--- config.mk ---
export PLATFORM = sky130hd
export DESIGN_NAME = synth_ctl_i2c
export DESIGN_NICKNAME = d
export VERILOG_FILES = /design/src/rtl/synth_ctl_pkg.sv /design/src/rtl/sc_line_sync.sv /design/src/rtl/sc_bus_fsm.sv /design/src/rtl/sc_reg_bank.sv /design/src/rtl/synth_ctl_i2c.sv
export SDC_FILE = /design/constraint.sdc
export NUM_CORES = 1
export LEC_CHECK = 0
export ABC_AREA = 1
export BUFFER_PORTS_ARGS = -buffer_cell sky130_fd_sc_hd__buf_2
export CORE_MARGIN = 2
export CORE_UTILIZATION = 40
export DETAILED_ROUTE_END_ITERATION = 10
export PLACE_DENSITY = 0.62
export SYNTH_ARGS = -nofsm -noshare
export SYNTH_HDL_FRONTEND = slang
export SYNTH_SLANG_ARGS = --single-unit
--- constraint.sdc ---
create_clock -name clk -period 1.42 [get_ports clk]
set_input_delay 0.284 -clock clk [delete_from_list [all_inputs] [get_ports clk]]
set_output_delay 0.284 -clock clk [all_outputs]
set_load 0.005 [all_outputs]
--- src/rtl/synth_ctl_pkg.sv ---
package synth_ctl_pkg;

    typedef enum logic [2:0] {
        ST_IDLE,
        ST_ADDR,
        ST_ADDR_ACK,
        ST_WDATA,
        ST_WACK,
        ST_RDATA,
        ST_RACK,
        ST_IGNORE
    } bus_state_t;

    typedef enum logic [2:0] {
        IDX_DIV_HI = 3'd0,
        IDX_DIV_LO = 3'd1,
        IDX_CTL_A  = 3'd2,
        IDX_CTL_B  = 3'd3,
        IDX_NONE   = 3'd4
    } reg_idx_t;

    localparam logic [4:0] ADDR_PREFIX = 5'b11000;
    localparam logic [2:0] MODE_AT_RESET = 3'b001;

endpackage

--- src/rtl/sc_line_sync.sv ---
module sc_line_sync #(
    parameter int STAGES = 2
) (
    input  logic clk,
    input  logic rst_n,
    input  logic scl_in,
    input  logic sda_in,
    output logic sda_s,
    output logic scl_rise,
    output logic scl_fall,
    output logic start_evt,
    output logic stop_evt
);
    logic [1:0] raw;
    logic [1:0] synced;
    logic       scl_q, sda_q;

    assign raw = {sda_in, scl_in};

    for (genvar g = 0; g < 2; g++) begin : g_line
        logic [STAGES-1:0] chain;
        always_ff @(posedge clk or negedge rst_n) begin
            if (!rst_n) chain <= '1;
            else        chain <= {chain[STAGES-2:0], raw[g]};
        end
        assign synced[g] = chain[STAGES-1];
    end

    always_ff @(posedge clk or negedge rst_n) begin
        if (!rst_n) begin
            scl_q <= 1'b1;
            sda_q <= 1'b1;
        end else begin
            scl_q <= synced[0];
            sda_q <= synced[1];
        end
    end

    assign sda_s     = synced[1];
    assign scl_rise  = synced[0] & ~scl_q;
    assign scl_fall  = ~synced[0] & scl_q;
    assign start_evt = synced[0] & scl_q & sda_q & ~synced[1];
    assign stop_evt  = synced[0] & scl_q & ~sda_q & synced[1];

endmodule

--- src/rtl/sc_bus_fsm.sv ---
module sc_bus_fsm
    import synth_ctl_pkg::*;
(
    input  logic       clk,
    input  logic       rst_n,
    input  logic       sda_s,
    input  logic       scl_rise,
    input  logic       scl_fall,
    input  logic       start_evt,
    input  logic       stop_evt,
    input  logic [1:0] addr_sel,
    input  logic [7:0] status_byte,
    output logic       sda_oe,
    output logic [7:0] rx_byte,
    output logic       byte_done,
    output logic       wr_begin,
    output logic       rd_end
);
    bus_state_t state, state_nx;
    logic [7:0] shreg;
    logic [3:0] cnt;
    logic       ack_seen;
    logic       addr_hit;

    assign addr_hit = (shreg[7:3] == ADDR_PREFIX) && (shreg[2:1] == addr_sel);

    // next-state decision
    always_comb begin
        state_nx = state;
        if (stop_evt) begin
            state_nx = ST_IDLE;
        end else if (start_evt) begin
            state_nx = ST_ADDR;
        end else begin
            unique case (state)
                ST_IDLE:     state_nx = ST_IDLE;
                ST_ADDR:     if (scl_fall && cnt == 4'd8)
                                 state_nx = addr_hit ? ST_ADDR_ACK : ST_IGNORE;
                ST_ADDR_ACK: if (scl_fall) state_nx = shreg[0] ? ST_RDATA : ST_WDATA;
                ST_WDATA:    if (scl_fall && cnt == 4'd8) state_nx = ST_WACK;
                ST_WACK:     if (scl_fall) state_nx = ST_WDATA;
                ST_RDATA:    if (scl_fall && cnt == 4'd7) state_nx = ST_RACK;
                ST_RACK:     if (scl_fall) state_nx = ack_seen ? ST_RDATA : ST_IGNORE;
                ST_IGNORE:   state_nx = ST_IGNORE;
            endcase
        end
    end

    // state register and byte datapath
    always_ff @(posedge clk or negedge rst_n) begin
        if (!rst_n) begin
            state    <= ST_IDLE;
            shreg    <= '0;
            cnt      <= '0;
            ack_seen <= 1'b0;
        end else begin
            state <= state_nx;
            if (start_evt) begin
                cnt <= '0;
            end else begin
                unique case (state)
                    ST_ADDR, ST_WDATA: if (scl_rise) begin
                        shreg <= {shreg[6:0], sda_s};
                        cnt   <= cnt + 4'd1;
                    end
                    ST_ADDR_ACK: if (scl_fall) begin
                        cnt <= '0;
                        if (shreg[0]) shreg <= status_byte;
                    end
                    ST_WACK: if (scl_fall) cnt <= '0;
                    ST_RDATA: if (scl_fall) begin
                        shreg <= {shreg[6:0], 1'b0};
                        cnt   <= cnt + 4'd1;
                    end
                    ST_RACK: begin
                        if (scl_rise) ack_seen <= ~sda_s;
                        if (scl_fall) begin
                            cnt <= '0;
                            if (ack_seen) shreg <= status_byte;
                        end
                    end
                    ST_IDLE, ST_IGNORE: ;
                endcase
            end
        end
    end

    // outputs
    always_comb begin
        sda_oe    = (state == ST_ADDR_ACK) || (state == ST_WACK) ||
                    ((state == ST_RDATA) && !shreg[7]);
        rx_byte   = shreg;
        byte_done = (state == ST_WDATA) && scl_fall && (cnt == 4'd8) && !start_evt && !stop_evt;
        wr_begin  = (state == ST_ADDR_ACK) && scl_fall && !shreg[0] && !start_evt && !stop_evt;
        rd_end    = (state == ST_RACK) && scl_fall && !ack_seen && !start_evt && !stop_evt;
    end

endmodule

--- src/rtl/sc_reg_bank.sv ---
module sc_reg_bank
    import synth_ctl_pkg::*;
#(
    parameter int DIV_W = 15
) (
    input  logic             clk,
    input  logic             rst_n,
    input  logic [7:0]       rx_byte,
    input  logic             byte_done,
    input  logic             wr_begin,
    input  logic             start_evt,
    input  logic             stop_evt,
    output logic [DIV_W-1:0] div_word,
    output logic [2:0]       mode_bits,
    output logic [2:0]       ref_sel,
    output logic [1:0]       cp_cur
);
    localparam int HI_W = DIV_W - 8;

    reg_idx_t        ptr, idx;
    logic            first;
    logic [HI_W-1:0] pend_hi;
    logic            pend_v;

    always_comb begin
        if (first) idx = rx_byte[7] ? IDX_CTL_A : IDX_DIV_HI;
        else       idx = ptr;
    end

    always_ff @(posedge clk or negedge rst_n) begin
        if (!rst_n) begin
            div_word  <= '0;
            mode_bits <= MODE_AT_RESET;
            ref_sel   <= '0;
            cp_cur    <= '0;
            ptr       <= IDX_NONE;
            first     <= 1'b0;
            pend_hi   <= '0;
            pend_v    <= 1'b0;
        end else begin
            if (wr_begin) first <= 1'b1;
            if (byte_done) begin
                first <= 1'b0;
                case (idx)
                    IDX_DIV_HI: begin
                        pend_hi <= rx_byte[HI_W-1:0];
                        pend_v  <= 1'b1;
                    end
                    IDX_DIV_LO: begin
                        div_word <= {pend_hi, rx_byte};
                        pend_v   <= 1'b0;
                    end
                    IDX_CTL_A: begin
                        mode_bits <= rx_byte[6:4];
                        ref_sel   <= rx_byte[3:1];
                    end
                    IDX_CTL_B: cp_cur <= rx_byte[7:6];
                    default: ;
                endcase
                ptr <= (idx == IDX_NONE) ? IDX_NONE : reg_idx_t'(idx + 3'd1);
            end
            if (stop_evt && pend_v) begin
                div_word[DIV_W-1:8] <= pend_hi;
                pend_v <= 1'b0;
            end else if (start_evt) begin
                pend_v <= 1'b0;
            end
        end
    end

endmodule

--- src/rtl/synth_ctl_i2c.sv ---
module synth_ctl_i2c
    import synth_ctl_pkg::*;
#(
    parameter int DIV_W       = 15,
    parameter int SYNC_STAGES = 2
) (
    input  logic             clk,
    input  logic             rst_n,
    input  logic [1:0]       addr_sel,
    input  logic             scl_in,
    input  logic             sda_in,
    input  logic             lock_in,
    output logic             sda_oe,
    output logic [DIV_W-1:0] div_word,
    output logic [2:0]       mode_bits,
    output logic [2:0]       ref_sel,
    output logic [1:0]       cp_cur
);
    logic       sda_s, scl_rise, scl_fall, start_evt, stop_evt;
    logic [7:0] rx_byte, status_byte;
    logic       byte_done, wr_begin, rd_end;
    logic       por_flag, lock_rep;

    sc_line_sync #(.STAGES(SYNC_STAGES)) u_sync (
        .clk(clk), .rst_n(rst_n), .scl_in(scl_in), .sda_in(sda_in),
        .sda_s(sda_s), .scl_rise(scl_rise), .scl_fall(scl_fall),
        .start_evt(start_evt), .stop_evt(stop_evt)
    );

    sc_bus_fsm u_fsm (
        .clk(clk), .rst_n(rst_n), .sda_s(sda_s), .scl_rise(scl_rise),
        .scl_fall(scl_fall), .start_evt(start_evt), .stop_evt(stop_evt),
        .addr_sel(addr_sel), .status_byte(status_byte), .sda_oe(sda_oe),
        .rx_byte(rx_byte), .byte_done(byte_done), .wr_begin(wr_begin),
        .rd_end(rd_end)
    );

    sc_reg_bank #(.DIV_W(DIV_W)) u_regs (
        .clk(clk), .rst_n(rst_n), .rx_byte(rx_byte), .byte_done(byte_done),
        .wr_begin(wr_begin), .start_evt(start_evt), .stop_evt(stop_evt),
        .div_word(div_word), .mode_bits(mode_bits), .ref_sel(ref_sel),
        .cp_cur(cp_cur)
    );

    always_ff @(posedge clk or negedge rst_n) begin
        if (!rst_n)      por_flag <= 1'b1;
        else if (rd_end) por_flag <= 1'b0;
    end

    assign lock_rep    = lock_in && (mode_bits == 3'b000 || mode_bits == 3'b100);
    assign status_byte = {por_flag, lock_rep, 6'b000000};

endmodule

==> flow_metrics.py <==
metrics = {
    "critical_path": {
        "cp_top_family": "simple AND/OR/NAND/NOR gates",
        "reg2reg_from": "u_fsm.cnt[0]",
        "crit_arrival_ns": 1.86,
        "start_kind": "flip-flop",
        "path_buf_inv": 2,
        "path_depth": 8,
        "crit_required_ns": 1.66,
        "worstSetupEndpoint": "u_regs.div_word[4]",
        "crit_start": "u_fsm.cnt[0]",
        "path_cells": "inv_2 > ha_4 > nand3b_1 > nor2_8 > nand3_4 > buf_12 > nand2_2 > o21ai_2",
        "crit_path_max_incr_delay_ns": 0.39,
        "ff2ff_path_depth": 8,
        "critical_path_class": "reg -> reg",
        "regToRegSetupSlack_ns": -0.20,
        "crit_path_max_fanout": 7,
        "r2r_end": "u_regs.div_word[4]",
        "worstSetupEndpointType": "flip-flop",
        "critPathSlowestCell": "dfrtp_1",
    },
    "synth": {
        "netlist_top_cells_area": "dfrtp_1, nand2_1, dfstp_2, nand3_1, o21ai_2",
        "synth_cells": 331,
        "synth_cell_types": 28,
        "ys_warn_count": 0,
        "synth_top_family_by_area": "simple AND/OR/NAND/NOR gates",
        "syn-mean-instance-area_sq_um": 8.53,
        "synth_xor_area_share_pct": 0.310,
        "synthMuxAreaShare_pct": 0,
        "synth_adder_area_share_pct": 3.10,
        "yosysTopAreaCell": "dfrtp_1",
        "synth_top_area_share_pct": 43.4,
        "synth_compound_area_share_pct": 9.93,
        "yosys.area_share.simple_pct": 28.7,
        "syn_area_sq_um": 2820,
        "ys_ff_latch": 58,
        "yosysSeqAreaShare_pct": 51.8,
        "syn_nets": 345,
    },
    "sta": {
        "fin_setup_tns_ns": -5.58,
        "period_needed_ns": 1.62,
        "maxSlewViolCount": 0,
        "fin_crit_sh_pct": 114,
        "tightest_slew_ns": 0.423,
        "hold_violations": 0,
        "finalSetupViolCount": 49,
        "fmax_ghz": 0.619,
        "fin_ws_ns": -0.196,
        "relSlewSlack_pct": 71.8,
        "skew_ns": 0.0102,
        "rsz0062_at_grt": "yes",
    },
    "floorplan": {
        "core_area_sq_um": 6790,
        "rows": 30,
        "dieArea_sq_um": 7740,
        "die_h_microns": 88.0,
        "io_pins": 31,
        "fp.dieW_microns": 88.0,
        "start_util_pct": 41.5,
    },
    "pwr": {
        "ir_worst_vdd_mv": 0.918,
        "power.density_nw_per_um2": 1610,
        "leakagePower_nw": 2.27,
        "finalPower_mw": 7.14,
    },
    "status": {
        "violations": "negative setup slack",
        "status": "finished, violations left",
    },
    "place": {
        "pre_cts_slack_ns": -0.205,
        "port_buffers": 30,
        "placed_cells": 504,
        "place_hpwl_microns": 4880,
        "place.gp.congestion": 0.887,
    },
    "cts": {
        "tritoncts": "built",
        "cts_htree_levels": 3,
        "clk-insertion-delay-late_ns": 0.35,
        "clk_path_buf_depth": 2,
        "cts_root_buffer": "clkbuf_8",
        "path_clk_slew_ns": 0.08,
        "cts_made_buffers": 9,
        "cts_num_sinks": 58,
    },
    "global_route": {
        "grt_max_degree": 25,
        "grt_usage_pct": 19.9,
        "grt_first_pass_wirelength_microns": 11800,
        "use_met1_pct": 25.4,
        "antenna_found_initial": 0,
        "grtUsageMet2_pct": 33.0,
        "grt.busiest_layer": "met2",
        "grt_overflow": 0,
        "grt_pass1_vias": 2542,
        "grt_use_met3_pct": 4.62,
    },
    "flow_run": {
        "drv_cap": 0,
    },
    "layout": {
        "area.growth.synth_to_final_pct": 57.2,
        "finalNonFillerCells": 549,
        "num_antenna_cells": 0,
        "finalNetCount": 462,
        "drive_gt1_share_pct": 55.4,
        "fin_util_pct": 65.3,
    },
    "route": {
        "dr.pass1.iters": 4,
        "vias_per_cell": 4.87,
        "avgRoutedWirePerCell_microns": 14.1,
        "drt_iter0_drc": 117,
        "postRouteAntennaNets": 0,
        "vias": 2672,
        "wl_microns": 7750,
        "drc": 0,
    },
    "worst_hold_path": {
        "worstHoldStart": "sda_in",
        "hold_class": "in -> reg",
    },
}
per-stage QoR:
step                      instance area (sq um)  hold WS (ns)
after floorplan                            2860       -0.0116
after global placement                     3520         0.249
after detailed placement                   3520         0.247
after CTS                                  4070        0.0219
after global routing                       4440        0.0239
final                                      4440        0.0332
where the power goes:
group / internal [mW] / switching [mW]
registers: 1.88 / 0.203
clock network: 0.805 / 0.716
logic: 1.57 / 1.97
worst register-to-register path, cell delays in order, from the launching register on:
cell and delay, ns:
dfrtp_1 0.39, inv_2 0.08, ha_4 0.12, nand3b_1 0.20, nor2_8 0.21, nand3_4 0.20, buf_12 0.21, nand2_2 0.06
o21ai_2 0.05
flip-flops by register name, summed over array words and instances (netlist names):
| name | cells |
|---|---|
| u_regs.div_word | 15 |
| u_fsm.rx_byte | 8 |
| u_regs.pend_hi | 7 |
| u_fsm.cnt | 4 |
| u_sync.g_line.chain | 4 |
| u_fsm.state | 3 |
| u_regs.mode_bits | 3 |
| u_regs.ptr | 3 |
| u_regs.ref_sel | 3 |
| u_regs.cp_cur | 2 |
| por_flag | 1 |
| u_fsm.ack_seen | 1 |
| u_regs.first | 1 |
| u_regs.pend_v | 1 |
| u_sync.scl_q | 1 |
| u_sync.sda_q | 1 |
worst min-delay path by stage:
stage                                      endpoint  depth (start not counted)
after floorplan                      u_fsm.ack_seen                          0
after detailed placement             u_fsm.ack_seen                          1
after CTS                 u_sync.g_line[1].chain[0]                          1
after global placement               u_fsm.ack_seen                          1
after global routing      u_sync.g_line[1].chain[0]                          1
final                     u_sync.g_line[1].chain[0]                          1
synthesized netlist by cell type:
library cell and instances:
nand3_1 28, nand3_2 1, dfstp_2 9, nand3b_1 1, nand2_1 106, nor2_2 3, xor2_1 1, inv_1 31
o21ai_0 19, nand4_1 3, buf_2 1, nand2_2 6, a31oi_1 2, o21ai_1 7, dfrtp_1 49, or2_2 1
o21ai_2 14, a21oi_1 3, nand3_4 2, inv_2 2, buf_4 1, nor2_4 1, nor2_1 27, clkinv_1 1
ha_1 7, nor3_1 1, buf_6 3, nor2_8 1
kinds of logic (layout without fill, tap and decap cells):
group                    count (synthesis)  in the layout
adder cells (fa/ha/maj)                  7              7
XOR/XNOR                                 1              1
flip-flops                              58             58
AND/OR/NAND/NOR                        181            183
buffers and inverters                   39            159
AO/OA/AOI/OAI                           45             45
area by class of cell:
| cell class | count | area [sq um] |
|---|---|---|
| Clock inverter | 7 | 68.8 |
| Tap cell | 96 | 120 |
| Timing Repair Buffer | 109 | 901 |
| Sequential cell | 58 | 1470 |
| Multi-Input combinational cell | 236 | 1620 |
| Clock buffer | 9 | 124 |
| Fill cell | 541 | 2360 |
| Inverter | 34 | 141 |
what timing repair did:
item | 4_1_cts | 5_1_grt
hold endpoints to repair | 8 | 0
buffers inserted | 15 | 12
gates cloned | 2 | 1
setup endpoints to repair | 48 | 51
hold buffers | 1 | 0
gates resized for setup | 64 | 73
pin swaps | 21 | 30
per-layer routing:
| metal | wire length, microns | share of wire, % |
|---|---|---|
| met1 | 3320 | 43 |
| met3 | 214 | 2.8 |
| met4 | 182 | 2.3 |
| met2 | 4040 | 52 |
| met5 | 0 | 0 |
placed cells by master (no fill, tap or decap), types with 2 or more instances in the layout:
cell	n
buf_4	52
inv_1	21
a21oi_1	2
nand3_2	18
nand4_1	3
inv_2	8
buf_6	20
inv_4	4
nand3_4	5
dfrtp_2	2
nand3_1	10
dfstp_2	9
o21ai_2	19
nand2_1	74
nor2_2	2
o21ai_0	8
o21ai_4	2
o21ai_1	11
nand2_2	26
buf_2	30
ha_4	2
ha_2	2
clkbuf_8	9
clkinv_2	3
clkinvlp_4	3
nor2_1	18
dfrtp_1	47
buf_12	5
a31oi_1	2
nor2_4	11
nand2_4	12
ha_1	3
No activity file was read; power rests on OpenSTA's default activity.
